--- config.mk ---
export PLATFORM = sky130hd
export DESIGN_NAME = spi_cmd_engine
export DESIGN_NICKNAME = d
export VERILOG_FILES = /design/src/rtl/spi_eng_pkg.sv /design/src/rtl/spi_eng_shift.sv /design/src/rtl/spi_eng_seq.sv /design/src/rtl/spi_eng_regs.sv /design/src/rtl/spi_cmd_engine.sv
export SDC_FILE = /design/constraint.sdc
export NUM_CORES = 2
export LEC_CHECK = 0
export BUFFER_PORTS_ARGS = -buffer_cell sky130_fd_sc_hd__buf_2
export CAP_MARGIN = 40
export CORE_ASPECT_RATIO = 1.75
export CORE_UTILIZATION = 40
export CTS_CLUSTER_DIAMETER = 60
export DETAILED_ROUTE_END_ITERATION = 8
export PLACE_DENSITY = 0.63
export SETUP_SLACK_MARGIN = 0.1
export SLEW_MARGIN = 20
export SYNTH_ARGS = -nofsm -noshare
export SYNTH_HDL_FRONTEND = slang
export SYNTH_HIERARCHICAL = 1
export SYNTH_SLANG_ARGS = --single-unit
--- constraint.sdc ---
create_clock -name clk -period 4.5 [get_ports clk]
set_clock_uncertainty 0.1 [all_clocks]
set_input_delay 0.675 -clock clk [delete_from_list [all_inputs] [get_ports clk]]
set_output_delay 0.675 -clock clk [all_outputs]
set_load 0.01 [all_outputs]
--- src/rtl/spi_eng_pkg.sv ---
// Shared definitions for the SPI command engine: register offsets,
// control/status bit positions, sequencer states and the launch record.
package spi_eng_pkg;

    // word offsets in the register window
    localparam int OFS_CTRL = 0;
    localparam int OFS_STAT = 1;
    localparam int OFS_ADDR = 2;
    localparam int OFS_MLO  = 3;
    localparam int OFS_MHI  = 4;
    localparam int OFS_KIND = 5;
    localparam int OFS_PFX  = 6;
    localparam int OFS_DATA = 8;

    // control word bit positions
    localparam int CTRL_GO   = 0;
    localparam int CTRL_ATOM = 1;
    localparam int CTRL_DEN  = 2;
    localparam int CTRL_SPD  = 16;
    localparam logic [31:0] CTRL_KEEP = 32'h0001_3F76;

    // status word bit positions
    localparam int STAT_BUSY = 0;
    localparam int STAT_DONE = 1;
    localparam int STAT_ERR  = 2;
    localparam int STAT_LOCK = 3;

    typedef enum logic [2:0] {
        SQ_IDLE, SQ_PRE, SQ_PGAP, SQ_OP, SQ_ADR, SQ_DAT, SQ_EGAP
    } seq_state_t;

    // everything the sequencer needs, captured at the start of a command
    typedef struct packed {
        logic [7:0]  opcode;
        logic [1:0]  kind;     // bit1: address phase, bit0: write direction
        logic [7:0]  prefix;
        logic        use_pre;
        logic        den;
        logic [6:0]  nbytes;
        logic        fast;
        logic [23:0] addr;
    } launch_t;

endpackage

--- src/rtl/spi_eng_shift.sv ---
// Mode-0 byte shifter. On start it loads one byte and runs eight SCLK periods.
// Each phase lasts HALF_FAST or HALF_SLOW clocks, chosen by 'fast'. MOSI is
// updated only after a falling edge. MISO is sampled at the clock where SCLK
// rises. 'done' pulses for one cycle after the last falling edge.
// Assumes 'fast' is steady while a byte is in flight and start only when idle.
module spi_eng_shift #(
    parameter int HALF_SLOW = 3,
    parameter int HALF_FAST = 2,
    localparam int HMAX = (HALF_SLOW > HALF_FAST) ? HALF_SLOW : HALF_FAST,
    localparam int HW   = $clog2(HMAX + 1)
) (
    input  logic       clk,
    input  logic       rst_n,
    input  logic       start,
    input  logic       fast,
    input  logic [7:0] tx_byte,
    input  logic       miso,
    output logic       done,
    output logic [7:0] rx_byte,
    output logic       sclk,
    output logic       mosi
);
    logic          active;
    logic          sclk_q;
    logic [HW-1:0] hcnt;
    logic [2:0]    bcnt;
    logic [7:0]    tx_q;
    logic [7:0]    rx_q;
    logic [HW-1:0] half_lim;

    // phase length for the current byte
    assign half_lim = fast ? HW'(HALF_FAST - 1) : HW'(HALF_SLOW - 1);

    // bit timing, shifting and sampling
    always_ff @(posedge clk) begin
        if (!rst_n) begin
            active <= 1'b0;
            sclk_q <= 1'b0;
            hcnt   <= '0;
            bcnt   <= '0;
            tx_q   <= '0;
            rx_q   <= '0;
            done   <= 1'b0;
        end else begin
            done <= 1'b0;
            if (!active) begin
                if (start) begin
                    active <= 1'b1;
                    tx_q   <= tx_byte;
                    hcnt   <= '0;
                    bcnt   <= '0;
                    sclk_q <= 1'b0;
                end
            end else if (hcnt == half_lim) begin
                hcnt <= '0;
                if (!sclk_q) begin
                    sclk_q <= 1'b1;
                    rx_q   <= {rx_q[6:0], miso};
                end else begin
                    sclk_q <= 1'b0;
                    if (bcnt == 3'd7) begin
                        active <= 1'b0;
                        done   <= 1'b1;
                    end else begin
                        bcnt <= bcnt + 3'd1;
                        tx_q <= {tx_q[6:0], 1'b0};
                    end
                end
            end else begin
                hcnt <= hcnt + HW'(1);
            end
        end
    end

    assign sclk    = sclk_q;
    assign mosi    = active ? tx_q[7] : 1'b0;
    assign rx_byte = rx_q;

    // data toward the flash holds still through each high phase
    assert_mosi_hold_R13: assert property (@(posedge clk) disable iff (!rst_n)
        ($past(sclk_q) && sclk_q) |-> $stable(mosi));

endmodule

--- src/rtl/spi_eng_seq.sv ---
// Command sequencer. It takes a launch record and walks the phases: optional
// prefix byte, chip-select gap, opcode, optional three address bytes, optional
// data bytes, closing gap. It feeds bytes to the shifter, returns read bytes
// to the buffer and raises 'finish' in the last gap cycle.
// Assumes GAP_CLKS >= 2 and nbytes >= 1 whenever den is set.
module spi_eng_seq
    import spi_eng_pkg::*;
#(
    parameter int DATA_BYTES = 64,
    parameter int GAP_CLKS   = 2,
    localparam int IDX_W = $clog2(DATA_BYTES),
    localparam int GW    = $clog2(GAP_CLKS) + 1
) (
    input  logic             clk,
    input  logic             rst_n,
    input  logic             launch,
    input  launch_t          cmd,
    input  logic             sh_done,
    input  logic [7:0]       sh_rx,
    input  logic [7:0]       buf_byte,
    output logic             sh_start,
    output logic [7:0]       sh_tx,
    output logic             fast,
    output logic             cs_n,
    output logic             busy,
    output logic             finish,
    output logic [IDX_W-1:0] buf_idx,
    output logic             rx_we,
    output logic [7:0]       rx_byte
);
    seq_state_t    state;
    launch_t       cmd_q;
    logic          inflight;
    logic [6:0]    bidx;
    logic [GW-1:0] gcnt;
    logic          byte_phase;
    logic          byte_end;
    logic          gap_end;

    assign byte_phase = (state == SQ_PRE) || (state == SQ_OP) ||
                        (state == SQ_ADR) || (state == SQ_DAT);
    assign byte_end   = byte_phase && inflight && sh_done;
    assign gap_end    = (gcnt == GW'(GAP_CLKS - 1));

    // phase walk and per-phase counters
    always_ff @(posedge clk) begin
        if (!rst_n) begin
            state    <= SQ_IDLE;
            cmd_q    <= '0;
            inflight <= 1'b0;
            bidx     <= '0;
            gcnt     <= '0;
        end else begin
            if (byte_phase && !inflight) inflight <= 1'b1;
            if (byte_end) inflight <= 1'b0;
            case (state)
                SQ_IDLE: if (launch) begin
                    cmd_q <= cmd;
                    bidx  <= '0;
                    state <= cmd.use_pre ? SQ_PRE : SQ_OP;
                end
                SQ_PRE: if (byte_end) begin
                    gcnt  <= '0;
                    state <= SQ_PGAP;
                end
                SQ_PGAP: begin
                    gcnt <= gcnt + GW'(1);
                    if (gap_end) state <= SQ_OP;
                end
                SQ_OP: if (byte_end) begin
                    bidx <= '0;
                    gcnt <= '0;
                    if (cmd_q.kind[1])  state <= SQ_ADR;
                    else if (cmd_q.den) state <= SQ_DAT;
                    else                state <= SQ_EGAP;
                end
                SQ_ADR: if (byte_end) begin
                    if (bidx == 7'd2) begin
                        bidx  <= '0;
                        state <= cmd_q.den ? SQ_DAT : SQ_EGAP;
                    end else begin
                        bidx <= bidx + 7'd1;
                    end
                end
                SQ_DAT: if (byte_end) begin
                    if (bidx == cmd_q.nbytes - 7'd1) state <= SQ_EGAP;
                    else bidx <= bidx + 7'd1;
                end
                SQ_EGAP: begin
                    gcnt <= gcnt + GW'(1);
                    if (gap_end) state <= SQ_IDLE;
                end
                default: state <= SQ_IDLE;
            endcase
        end
    end

    // byte offered to the shifter in each phase
    always_comb begin
        case (state)
            SQ_PRE:  sh_tx = cmd_q.prefix;
            SQ_OP:   sh_tx = cmd_q.opcode;
            SQ_ADR: begin
                case (bidx[1:0])
                    2'd0:    sh_tx = cmd_q.addr[23:16];
                    2'd1:    sh_tx = cmd_q.addr[15:8];
                    default: sh_tx = cmd_q.addr[7:0];
                endcase
            end
            SQ_DAT:  sh_tx = cmd_q.kind[0] ? buf_byte : 8'h00;
            default: sh_tx = 8'h00;
        endcase
    end

    assign sh_start = byte_phase && !inflight;
    assign fast     = cmd_q.fast;
    assign cs_n     = !byte_phase;
    assign busy     = (state != SQ_IDLE);
    assign finish   = (state == SQ_EGAP) && gap_end;
    assign buf_idx  = bidx[IDX_W-1:0];
    assign rx_we    = (state == SQ_DAT) && byte_end && !cmd_q.kind[0];
    assign rx_byte  = sh_rx;

    // a start is only accepted by an idle sequencer
    assert_launch_idle_R9: assert property (@(posedge clk) disable iff (!rst_n)
        launch |-> (state == SQ_IDLE));

    // no data phase is entered when the data enable was clear
    assert_no_data_phase_R5: assert property (@(posedge clk) disable iff (!rst_n)
        (state == SQ_DAT) |-> cmd_q.den);

endmodule

--- src/rtl/spi_eng_regs.sv ---
// Register window: control, status (busy/done/error/lock), address, opcode
// table, kind table, prefix and the data buffer. It checks a start request
// and builds the launch record from the control word being written and the
// stored registers. While busy, the buffer, address and control stay steady.
// Assumes DATA_BYTES is a multiple of 4 and fits the window size REG_AW.
module spi_eng_regs
    import spi_eng_pkg::*;
#(
    parameter int DATA_BYTES = 64,
    parameter int REG_AW     = 5,
    localparam int IDX_W = $clog2(DATA_BYTES),
    localparam int WORDS = DATA_BYTES / 4
) (
    input  logic              clk,
    input  logic              rst_n,
    input  logic              wr_en,
    input  logic [REG_AW-1:0] wr_addr,
    input  logic [31:0]       wr_data,
    input  logic [REG_AW-1:0] rd_addr,
    output logic [31:0]       rd_data,
    input  logic              busy,
    input  logic              finish,
    input  logic [IDX_W-1:0]  buf_idx,
    input  logic              rx_we,
    input  logic [7:0]        rx_byte,
    output logic [7:0]        buf_byte,
    output logic              launch,
    output launch_t           cmd
);
    logic [7:0]  menu_q [8];
    logic [15:0] kind_q;
    logic [7:0]  pfx_q;
    logic [23:0] addr_q;
    logic [31:0] ctrl_q;
    logic        lock_q, done_q, err_q;
    logic [7:0]  buf_w [DATA_BYTES];

    logic        hit_ctrl, hit_stat, go, bad_cnt;
    logic [2:0]  sel;
    logic [6:0]  cnt;

    assign hit_ctrl = wr_en && (wr_addr == REG_AW'(OFS_CTRL));
    assign hit_stat = wr_en && (wr_addr == REG_AW'(OFS_STAT));
    assign go       = hit_ctrl && wr_data[CTRL_GO];
    assign sel      = wr_data[6:4];
    assign cnt      = {1'b0, wr_data[13:8]} + 7'd1;
    assign bad_cnt  = wr_data[CTRL_DEN] && (cnt > 7'(DATA_BYTES));
    assign launch   = go && !busy && !bad_cnt;

    // launch record from the incoming control word and stored registers
    always_comb begin
        cmd.opcode  = menu_q[sel];
        cmd.kind    = kind_q[{sel, 1'b0} +: 2];
        cmd.prefix  = pfx_q;
        cmd.use_pre = wr_data[CTRL_ATOM] && (pfx_q != 8'h00);
        cmd.den     = wr_data[CTRL_DEN];
        cmd.nbytes  = cnt;
        cmd.fast    = wr_data[CTRL_SPD];
        cmd.addr    = addr_q;
    end

    // lockable command tables and prefix
    always_ff @(posedge clk) begin
        if (!rst_n) begin
            for (int i = 0; i < 8; i++) menu_q[i] <= 8'h00;
            kind_q <= '0;
            pfx_q  <= '0;
        end else if (wr_en && !lock_q) begin
            if (wr_addr == REG_AW'(OFS_MLO))
                for (int i = 0; i < 4; i++) menu_q[i] <= wr_data[8*i +: 8];
            if (wr_addr == REG_AW'(OFS_MHI))
                for (int i = 0; i < 4; i++) menu_q[i+4] <= wr_data[8*i +: 8];
            if (wr_addr == REG_AW'(OFS_KIND)) kind_q <= wr_data[15:0];
            if (wr_addr == REG_AW'(OFS_PFX))  pfx_q  <= wr_data[7:0];
        end
    end

    // address and stored control fields, frozen while a command runs
    always_ff @(posedge clk) begin
        if (!rst_n) begin
            addr_q <= '0;
            ctrl_q <= '0;
        end else if (wr_en && !busy) begin
            if (wr_addr == REG_AW'(OFS_ADDR)) addr_q <= wr_data[23:0];
            if (hit_ctrl) ctrl_q <= wr_data & CTRL_KEEP;
        end
    end

    // status flags: sticky lock, done and error with write-one-to-clear
    always_ff @(posedge clk) begin
        if (!rst_n) begin
            lock_q <= 1'b0;
            done_q <= 1'b0;
            err_q  <= 1'b0;
        end else begin
            if (hit_stat && wr_data[STAT_LOCK]) lock_q <= 1'b1;
            if (finish) done_q <= 1'b1;
            else if (hit_stat && wr_data[STAT_DONE]) done_q <= 1'b0;
            if (go && (busy || bad_cnt)) err_q <= 1'b1;
            else if (hit_stat && wr_data[STAT_ERR]) err_q <= 1'b0;
        end
    end

    // data buffer, one register per byte
    for (genvar b = 0; b < DATA_BYTES; b++) begin : g_byte
        localparam int WSEL = OFS_DATA + b / 4;
        localparam int LSB  = 8 * (b % 4);
        logic [7:0] byte_q;
        // engine read data has priority; software writes only when idle
        always_ff @(posedge clk) begin
            if (!rst_n) byte_q <= 8'h00;
            else if (rx_we && (buf_idx == IDX_W'(b))) byte_q <= rx_byte;
            else if (wr_en && !busy && (wr_addr == REG_AW'(WSEL)))
                byte_q <= wr_data[LSB +: 8];
        end
        assign buf_w[b] = byte_q;
    end

    assign buf_byte = buf_w[buf_idx];

    // register read mux
    always_comb begin
        rd_data = '0;
        case (rd_addr)
            REG_AW'(OFS_CTRL): rd_data = ctrl_q;
            REG_AW'(OFS_STAT): rd_data = {28'd0, lock_q, err_q, done_q, busy};
            REG_AW'(OFS_ADDR): rd_data = {8'd0, addr_q};
            REG_AW'(OFS_MLO):  rd_data = {menu_q[3], menu_q[2], menu_q[1], menu_q[0]};
            REG_AW'(OFS_MHI):  rd_data = {menu_q[7], menu_q[6], menu_q[5], menu_q[4]};
            REG_AW'(OFS_KIND): rd_data = {16'd0, kind_q};
            REG_AW'(OFS_PFX):  rd_data = {24'd0, pfx_q};
            default: begin
                for (int w = 0; w < WORDS; w++)
                    if (rd_addr == REG_AW'(OFS_DATA + w))
                        rd_data = {buf_w[4*w+3], buf_w[4*w+2], buf_w[4*w+1], buf_w[4*w]};
            end
        endcase
    end

    // start while busy raises the error flag
    assert_busy_go_err_R9: assert property (@(posedge clk) disable iff (!rst_n)
        (go && busy) |=> err_q);

    // an oversize count leaves the sequencer idle
    assert_oversize_idle_R10: assert property (@(posedge clk) disable iff (!rst_n)
        (go && bad_cnt && !busy) |=> !busy);

    // the lock never falls without reset
    assert_lock_sticky_R11: assert property (@(posedge clk) disable iff (!rst_n)
        lock_q |=> lock_q);

    // done only rises at the end of a running command
    assert_done_after_busy_R8: assert property (@(posedge clk) disable iff (!rst_n)
        $rose(done_q) |-> $past(busy));

endmodule

--- src/rtl/spi_cmd_engine.sv ---
// Top of the SPI command engine: register window, sequencer and mode-0
// byte shifter. Timing parameters are in system clock cycles.
// Assumes DATA_BYTES is a multiple of 4 with 8+DATA_BYTES/4 <= 2**REG_AW.
module spi_cmd_engine
    import spi_eng_pkg::*;
#(
    parameter int DATA_BYTES = 64,
    parameter int REG_AW     = 5,
    parameter int HALF_SLOW  = 3,
    parameter int HALF_FAST  = 2,
    parameter int GAP_CLKS   = 2,
    localparam int IDX_W = $clog2(DATA_BYTES)
) (
    input  logic              clk,
    input  logic              rst_n,
    input  logic              reg_wr,
    input  logic [REG_AW-1:0] reg_waddr,
    input  logic [31:0]       reg_wdata,
    input  logic [REG_AW-1:0] reg_raddr,
    output logic [31:0]       reg_rdata,
    output logic              spi_cs_n,
    output logic              spi_sclk,
    output logic              spi_mosi,
    input  logic              spi_miso
);
    logic             busy, finish, launch, rx_we;
    logic             sh_start, sh_done, fast;
    logic [7:0]       sh_tx, sh_rx, buf_byte, rx_byte;
    logic [IDX_W-1:0] buf_idx;
    launch_t          cmd;

    spi_eng_regs #(.DATA_BYTES(DATA_BYTES), .REG_AW(REG_AW)) u_regs (
        .clk(clk), .rst_n(rst_n),
        .wr_en(reg_wr), .wr_addr(reg_waddr), .wr_data(reg_wdata),
        .rd_addr(reg_raddr), .rd_data(reg_rdata),
        .busy(busy), .finish(finish),
        .buf_idx(buf_idx), .rx_we(rx_we), .rx_byte(rx_byte),
        .buf_byte(buf_byte), .launch(launch), .cmd(cmd)
    );

    spi_eng_seq #(.DATA_BYTES(DATA_BYTES), .GAP_CLKS(GAP_CLKS)) u_seq (
        .clk(clk), .rst_n(rst_n),
        .launch(launch), .cmd(cmd),
        .sh_done(sh_done), .sh_rx(sh_rx), .buf_byte(buf_byte),
        .sh_start(sh_start), .sh_tx(sh_tx), .fast(fast),
        .cs_n(spi_cs_n), .busy(busy), .finish(finish),
        .buf_idx(buf_idx), .rx_we(rx_we), .rx_byte(rx_byte)
    );

    spi_eng_shift #(.HALF_SLOW(HALF_SLOW), .HALF_FAST(HALF_FAST)) u_shift (
        .clk(clk), .rst_n(rst_n),
        .start(sh_start), .fast(fast), .tx_byte(sh_tx), .miso(spi_miso),
        .done(sh_done), .rx_byte(sh_rx), .sclk(spi_sclk), .mosi(spi_mosi)
    );

    // the serial clock rests low whenever the flash is deselected
    assert_sclk_idle_R13: assert property (@(posedge clk) disable iff (!rst_n)
        spi_cs_n |-> !spi_sclk);

    // once raised, chip select stays high for at least a second cycle
    assert_cs_gap_R7: assert property (@(posedge clk) disable iff (!rst_n)
        $rose(spi_cs_n) |=> spi_cs_n);

endmodule

Word level (Yosys, flattened, before mapping)
Memories as Yosys holds them, arrays and structs flattened. A register that Yosys moved wholly into a read port is not among the register bits.
Cells that the tools add are included.
{"block": "op_classes", "magnitude_cmp": 2, "n_addsub": 6, "reduce_logical": 201, "bitwise_logic": 11, "n_mux": 219, "eq_ne": 133, "shifts": 1}
{"operator": "$mux W8", "n": 144}
{"operator": "$mux W32", "n": 16}
{"operator": "$pmux W32 S7", "n": 1}
{"operator": "$eq A6 B6 Y1 const B", "n": 32}
{"operator": "$reduce_bool A2 Y1", "n": 68}
{"operator": "$logic_and A1 B1 Y1", "n": 99}
{"operator": "$eq A6 B5 Y1 const B", "n": 16}
{"operator": "$eq A5 B4 Y1 const B", "n": 16}
{"operator": "$eq A5 B5 Y1 const B", "n": 16}
{"operator": "$bmux W8 S6", "n": 1}
{"operator": "$eq A6 B4 Y1 const B", "n": 8}
{"operator": "$mux W3", "n": 15}
{"operator": "$mux W7", "n": 6}
{"operator": "$pmux W8 S4", "n": 1}
{"operator": "$eq A5 B3 Y1 const B", "n": 6}
{"operator": "$pmux W7 S4", "n": 1}
{"operator": "$eq A6 B3 Y1 const B", "n": 4}
{"operator": "$mux W1", "n": 24}
{"operator": "$pmux W3 S7", "n": 1}
{"operator": "$eq A5 B2 Y1 const B", "n": 4}
{"operator": "$pmux W8 S2", "n": 1}
{"operator": "$shiftx A16 B5 Y2", "n": 1}
{"operator": "$mux W2", "n": 7}
{"operator": "$ne A2 B1 Y1 const B", "n": 7}
{"operator": "other kinds (37)", "n": 78}
{"block": "word_totals", "ram_bits": 64, "n_memories": 1, "ff_bits": 655}
{"name": "u_regs.menu_q", "depth": 8, "word_bits": 8, "rd": 9, "rd_ports_with_merged_regs": 1, "write_ports": 8, "line_no": "spi_eng_regs.sv:30", "text": "logic [7:0] menu_q [8];"}

Logic depth before layout (Yosys ltp)
{"block": "logic_depth", "depth_word": 18, "depth_mapped": 12, "ltp_nobuf": 10}

By module
Netlist, hierarchy kept.
{"module": "spi_eng_regs", "area_per_inst_um2": 38391.8, "seq_area_each_um2": 13432.9, "n_inst": 1, "cells_each": 4285}
{"module": "spi_eng_seq", "area_per_inst_um2": 3298.2, "seq_area_each_um2": 1281.2, "n_inst": 1, "cells_each": 433}
{"module": "spi_eng_shift", "area_per_inst_um2": 1069.8, "seq_area_each_um2": 480.5, "n_inst": 1, "cells_each": 102}

Least setup slack after synthesis
OpenSTA, ideal clock, no wires.
{"block": "synth_timing", "path_type": "input -> register", "from": "input reg_waddr[3]", "to": "memory u_regs.menu_q[0][0] (enable)", "t_arrival_ps": 3603, "cell_stages": 4, "setup_time_ps": 470, "required_time_ps": 3930, "n_path_buf": 0, "setup_slack_ps": 327, "cell_sequence": "nor2_1 nand2_1 or2_2 o31ai_1"}
{"element": "from (decl)", "line_no": "spi_cmd_engine.sv:17", "text": "input logic [REG_AW-1:0] reg_waddr,"}
{"element": "to (decl)", "line_no": "spi_eng_regs.sv:30"}

Worst setup path after layout
{"block": "layout_timing", "from": "input reg_raddr[0]", "to": "output reg_rdata[26]"}
{"block": "layout_via", "elab_chain_len": 18}
{"element": "from (decl)", "line_no": "spi_cmd_engine.sv:19", "text": "input logic [REG_AW-1:0] reg_raddr,"}
{"element": "$eq A5 B4 Y1", "line_no": "spi_eng_regs.sv:134", "text": "if (rd_addr == REG_AW'(OFS_DATA + w))"}
{"element": "$mux W32 (16 in a row)", "line_no": "spi_eng_regs.sv:134"}
{"element": "$pmux W32 S7 *", "line_no": "spi_eng_regs.sv:124", "text": "case (rd_addr)"}
{"element": "to (decl)", "line_no": "spi_cmd_engine.sv:20", "text": "output logic [31:0] reg_rdata,"}
Mark *: on every way between the ends. The rest lies on a longest branch, timed or not.

==> qor.csv <==
stage;metric;value;unit
run_status;status;finished with violations;
run_status;failing checks;setup timing;
finish;most common cell after layout, fill and taps aside;dfxtp_1;
worst_setup_path;cell family with most CP delay;compound AO/OA/AOI/OAI gates;
finish;Fillers;10310;
worst_setup_path;crit-path cells;clkbuf_8 -> and2_1 -> nand2_1 -> o221ai_1 -> o21ai_0 -> o21ai_0 -> nand2_1 -> buf_2;
synth;Synth area leaders;dfxtp_1 (31%), mux2i_1 (11%), mux4_2 (8.2%);
timing;min Tclk post-route;4593;ps
synth;post-synth top area share;31.04;%
synth;Post-Syn Instances;4820;
timing;f_max;0.2177;GHz
synth;share of synthesized registers carrying an async set or reset;0;%
drt;per-cell routed wire length;41.86;microns
floorplanning;DIE WIDTH;249.2;microns
drt;drt via density;7.167;
worst_setup_path;CP Capture Point;reg_rdata[26];
drt;via count;44270;
job;max_cap viols;0;
synth;Ys Warns;6;
global_route;first-pass GRT wire length;350800;microns
worst_setup_path;worst setup path start;reg_raddr[0];
synth;Mapped Area;42760;sq um
timing;Slew Limit Headroom;29.91;%
worst_setup_path;Crit Path Max Fanout;45;
synth;Synth Area per Inst;8.871;sq um
synth;number of synthesized flops with an enable pin;64;
min_path;hold crit path type;primary input to flop;
synth;largest area contributor in the netlist;dfxtp_1;
timing;RSZ-0062 raised after global routing;yes;
worst_setup_path;R2R Path Start;u_seq/bidx[0];
synth;ys flop type;dfxtp_1;
drt;DR iter-0 viols;7147;
clock_network;CTS Buffer Depth;3;
timing;Final WS setup;-93.21;ps
worst_setup_path;FF-to-FF path depth;9;
synth;Syn Nets;4875;
place;RePlAce Congestion;1.152;
drt;Initial DRT Pass Iterations;8;
finish;P&R area growth vs syn;12.36;%
drt;Final ANT Viol Nets;0;
timing;Hold Fails Final Rpt;0;
place;DP Cell Count;6007;
worst_setup_path;WP depth;8;
floorplanning;Die Y;434.5;microns
clock_network;H-tree Lvls;3;
power_and_ir_drop;Worst VDD drop;269.1;uV
finish;most frequent cells in the layout;dfxtp_1 (653), nor2_1 (624), nand2_1 (506);
place;I/O Buffers;80;
timing;fin. max-slew vios;0;
clock_network;clock sink count;727;
drt;Residual DRC;0;
worst_setup_path;crit-path max cell delay;820;ps
timing;Least-Margin Pin Slew;1040;ps
finish;area of the multi-input gates;24930;sq um
global_route;vias in the first global route;40860;
clock_network;CTS tree;yes;
worst_setup_path;Critical Setup Path Class;primary input to primary output;
worst_setup_path;Critical Path AT;3820;ps
worst_setup_path;Worst Setup End Kind;primary output;
power_and_ir_drop;Power Dens Cells;320.9;nW/um^2
floorplanning;core area;106000;sq um
global_route;largest net degree at the start of global routing;141;
clock_network;Inserted Clock Buffers;74;
synth;register area share after synthesis;35.53;%
synth;Yosys reg bits;727;
worst_setup_path;startpoint types;primary input;
timing;Final setup viols;1;
timing;Period Utilization, post-route;102.1;%
worst_setup_path;slowest cell on the critical path;o221ai_1;
finish;nets;4789;
global_route;total gr overflow;0;
worst_setup_path;reg2reg setup slack;540;ps
timing;TNS Setup;-93.21;ps
floorplanning;die area;108300;sq um
worst_setup_path;R2R Path End;u_shift/tx_q[2];
floorplanning;I/O Pins;81;
finish;Final Core Density;45.34;%
finish;final non-filler cell total;6177;
global_route;antenna violations before repair;30;
global_route;GRT Total Usage;47.26;%
worst_setup_path;WP buf/inv;2;
place;Post-Place Setup Slack;264.0;ps
clock_network;Clk Latency, worst-skew pair;740;ps
floorplanning;initial core utilization;40.35;%
place;DP HPWL;186400;microns
finish;register area;15210;sq um
clock_network;Reg clk slew, reported paths;70;ps
power_and_ir_drop;leak pwr;0.01726;uW
synth;Netlist cell types;101;
floorplanning;row count;158;
finish;layout cells sized above 1;16.96;%
drt;routed wire length;258600;microns
worst_setup_path;CP required;3720;ps
timing;WHS;157.3;ps
clock_network;root buffer cell;clkbuf_16;
==> worst min path at each step <==
| stage | startpoint | end | cells after the start |
|---|---|---|---|
| finish | reg_wdata[4] | u_regs/addr_q[4] | 3 |
| global route | reg_wdata[4] | u_regs/addr_q[4] | 3 |
| CTS | spi_miso | u_shift/rx_byte[0] | 3 |
| detailed placement | u_seq/cmd_q[49] | u_seq/cmd_q[49] | 2 |
| global placement | u_seq/cmd_q[48] | u_seq/cmd_q[48] | 2 |
| floorplan | u_seq/cmd_q[40] | u_seq/cmd_q[40] | 2 |
==> registers in the layout, indices dropped and copies added (netlist names), 2 cells and up <==
register / cells
u_regs/kind_q: 16
u_regs/g_byte.byte_q: 512
u_shift/rx_byte: 8
u_seq/bidx: 7
u_seq/state: 3
u_regs/addr_q: 24
u_regs/pfx_q: 8
u_regs/menu_q: 64
u_regs/ctrl_q: 12
u_shift/bcnt: 3
u_seq/cmd_q: 50
u_shift/tx_q: 8
u_shift/hcnt: 2
u_seq/gcnt: 2
==> what timing repair did <==
action                     4_1_cts  5_1_grt
hold buffers                     0        0
setup buffers                    0        0
setup endpoints to repair        0        1
gates resized for setup          0        2
==> synth_stat cells, types with 66 or more instances <==
cell	number
a211oi_1	404
a21oi_1	211
a22oi_1	95
a311oi_1	126
and2_1	72
buf_2	128
buf_4	66
clkbuf_1	311
dfxtp_1	663
mux2i_1	464
mux4_2	156
nand2_1	507
nand3_1	181
nor2_1	629
o21ai_0	116
==> tightest hold or removal path: stages <==
cell	delay, ps
buf_2	150
nand2_1	70
a21oi_1	50
==> cell type report <==
type | count | area share [%]
multi-input cells | 3500 | 51.90
clock inverters | 35 | 0.8125
inverters | 25 | 0.2109
diodes | 23 | 0.1198
flip-flops and latches | 727 | 31.66
clock buffers | 101 | 4.401
well taps | 1360 | 3.542
repair buffers | 406 | 7.352
==> stage by stage <==
step | total power (uW) | instance area, sq um
floorplan | 7884 | 42760
global placement | 8711 | 44720
detailed placement | 8777 | 45330
CTS | 15270 | 47840
global route | 15670 | 47990
finish | 15420 | 48040
==> kinds of logic (layout without fill, tap and decap cells) <==
kind of cell | after synthesis | after routing | synth area share (%)
and+or+nand+nor | 1555 | 1555 | 15.86
AOI/OAI and AO/OA | 1259 | 1259 | 21.25
DFF | 727 | 727 | 35.53
muxes | 663 | 663 | 20.21
buffers and inverters | 593 | 567 | 6.566
xor gates and xnor gates | 14 | 14 | 0.3219
adders and majority gates | 9 | 9 | 0.2634
other | 0 | 23 | 0
==> power breakdown <==
part           total (uW)  internal [uW]  switching [uW]
registers            6830           6660             170
clock network        6650           3630            3020
logic                1940            593            1350
total               15400          10900            4540
==> layer usage <==
metal / global-route usage (%) / up-vias / routed length (microns)
met1: 47.34 / 21330 / 80130
met2: 73.42 / 3659 / 114700
li1: - / 17750 / -
met3: 14.62 / 1524 / 26220
met5: 0.3125 / - / 80
met4: 55.30 / 12 / 37460
Note: power is estimated with default switching activity, not from simulation.
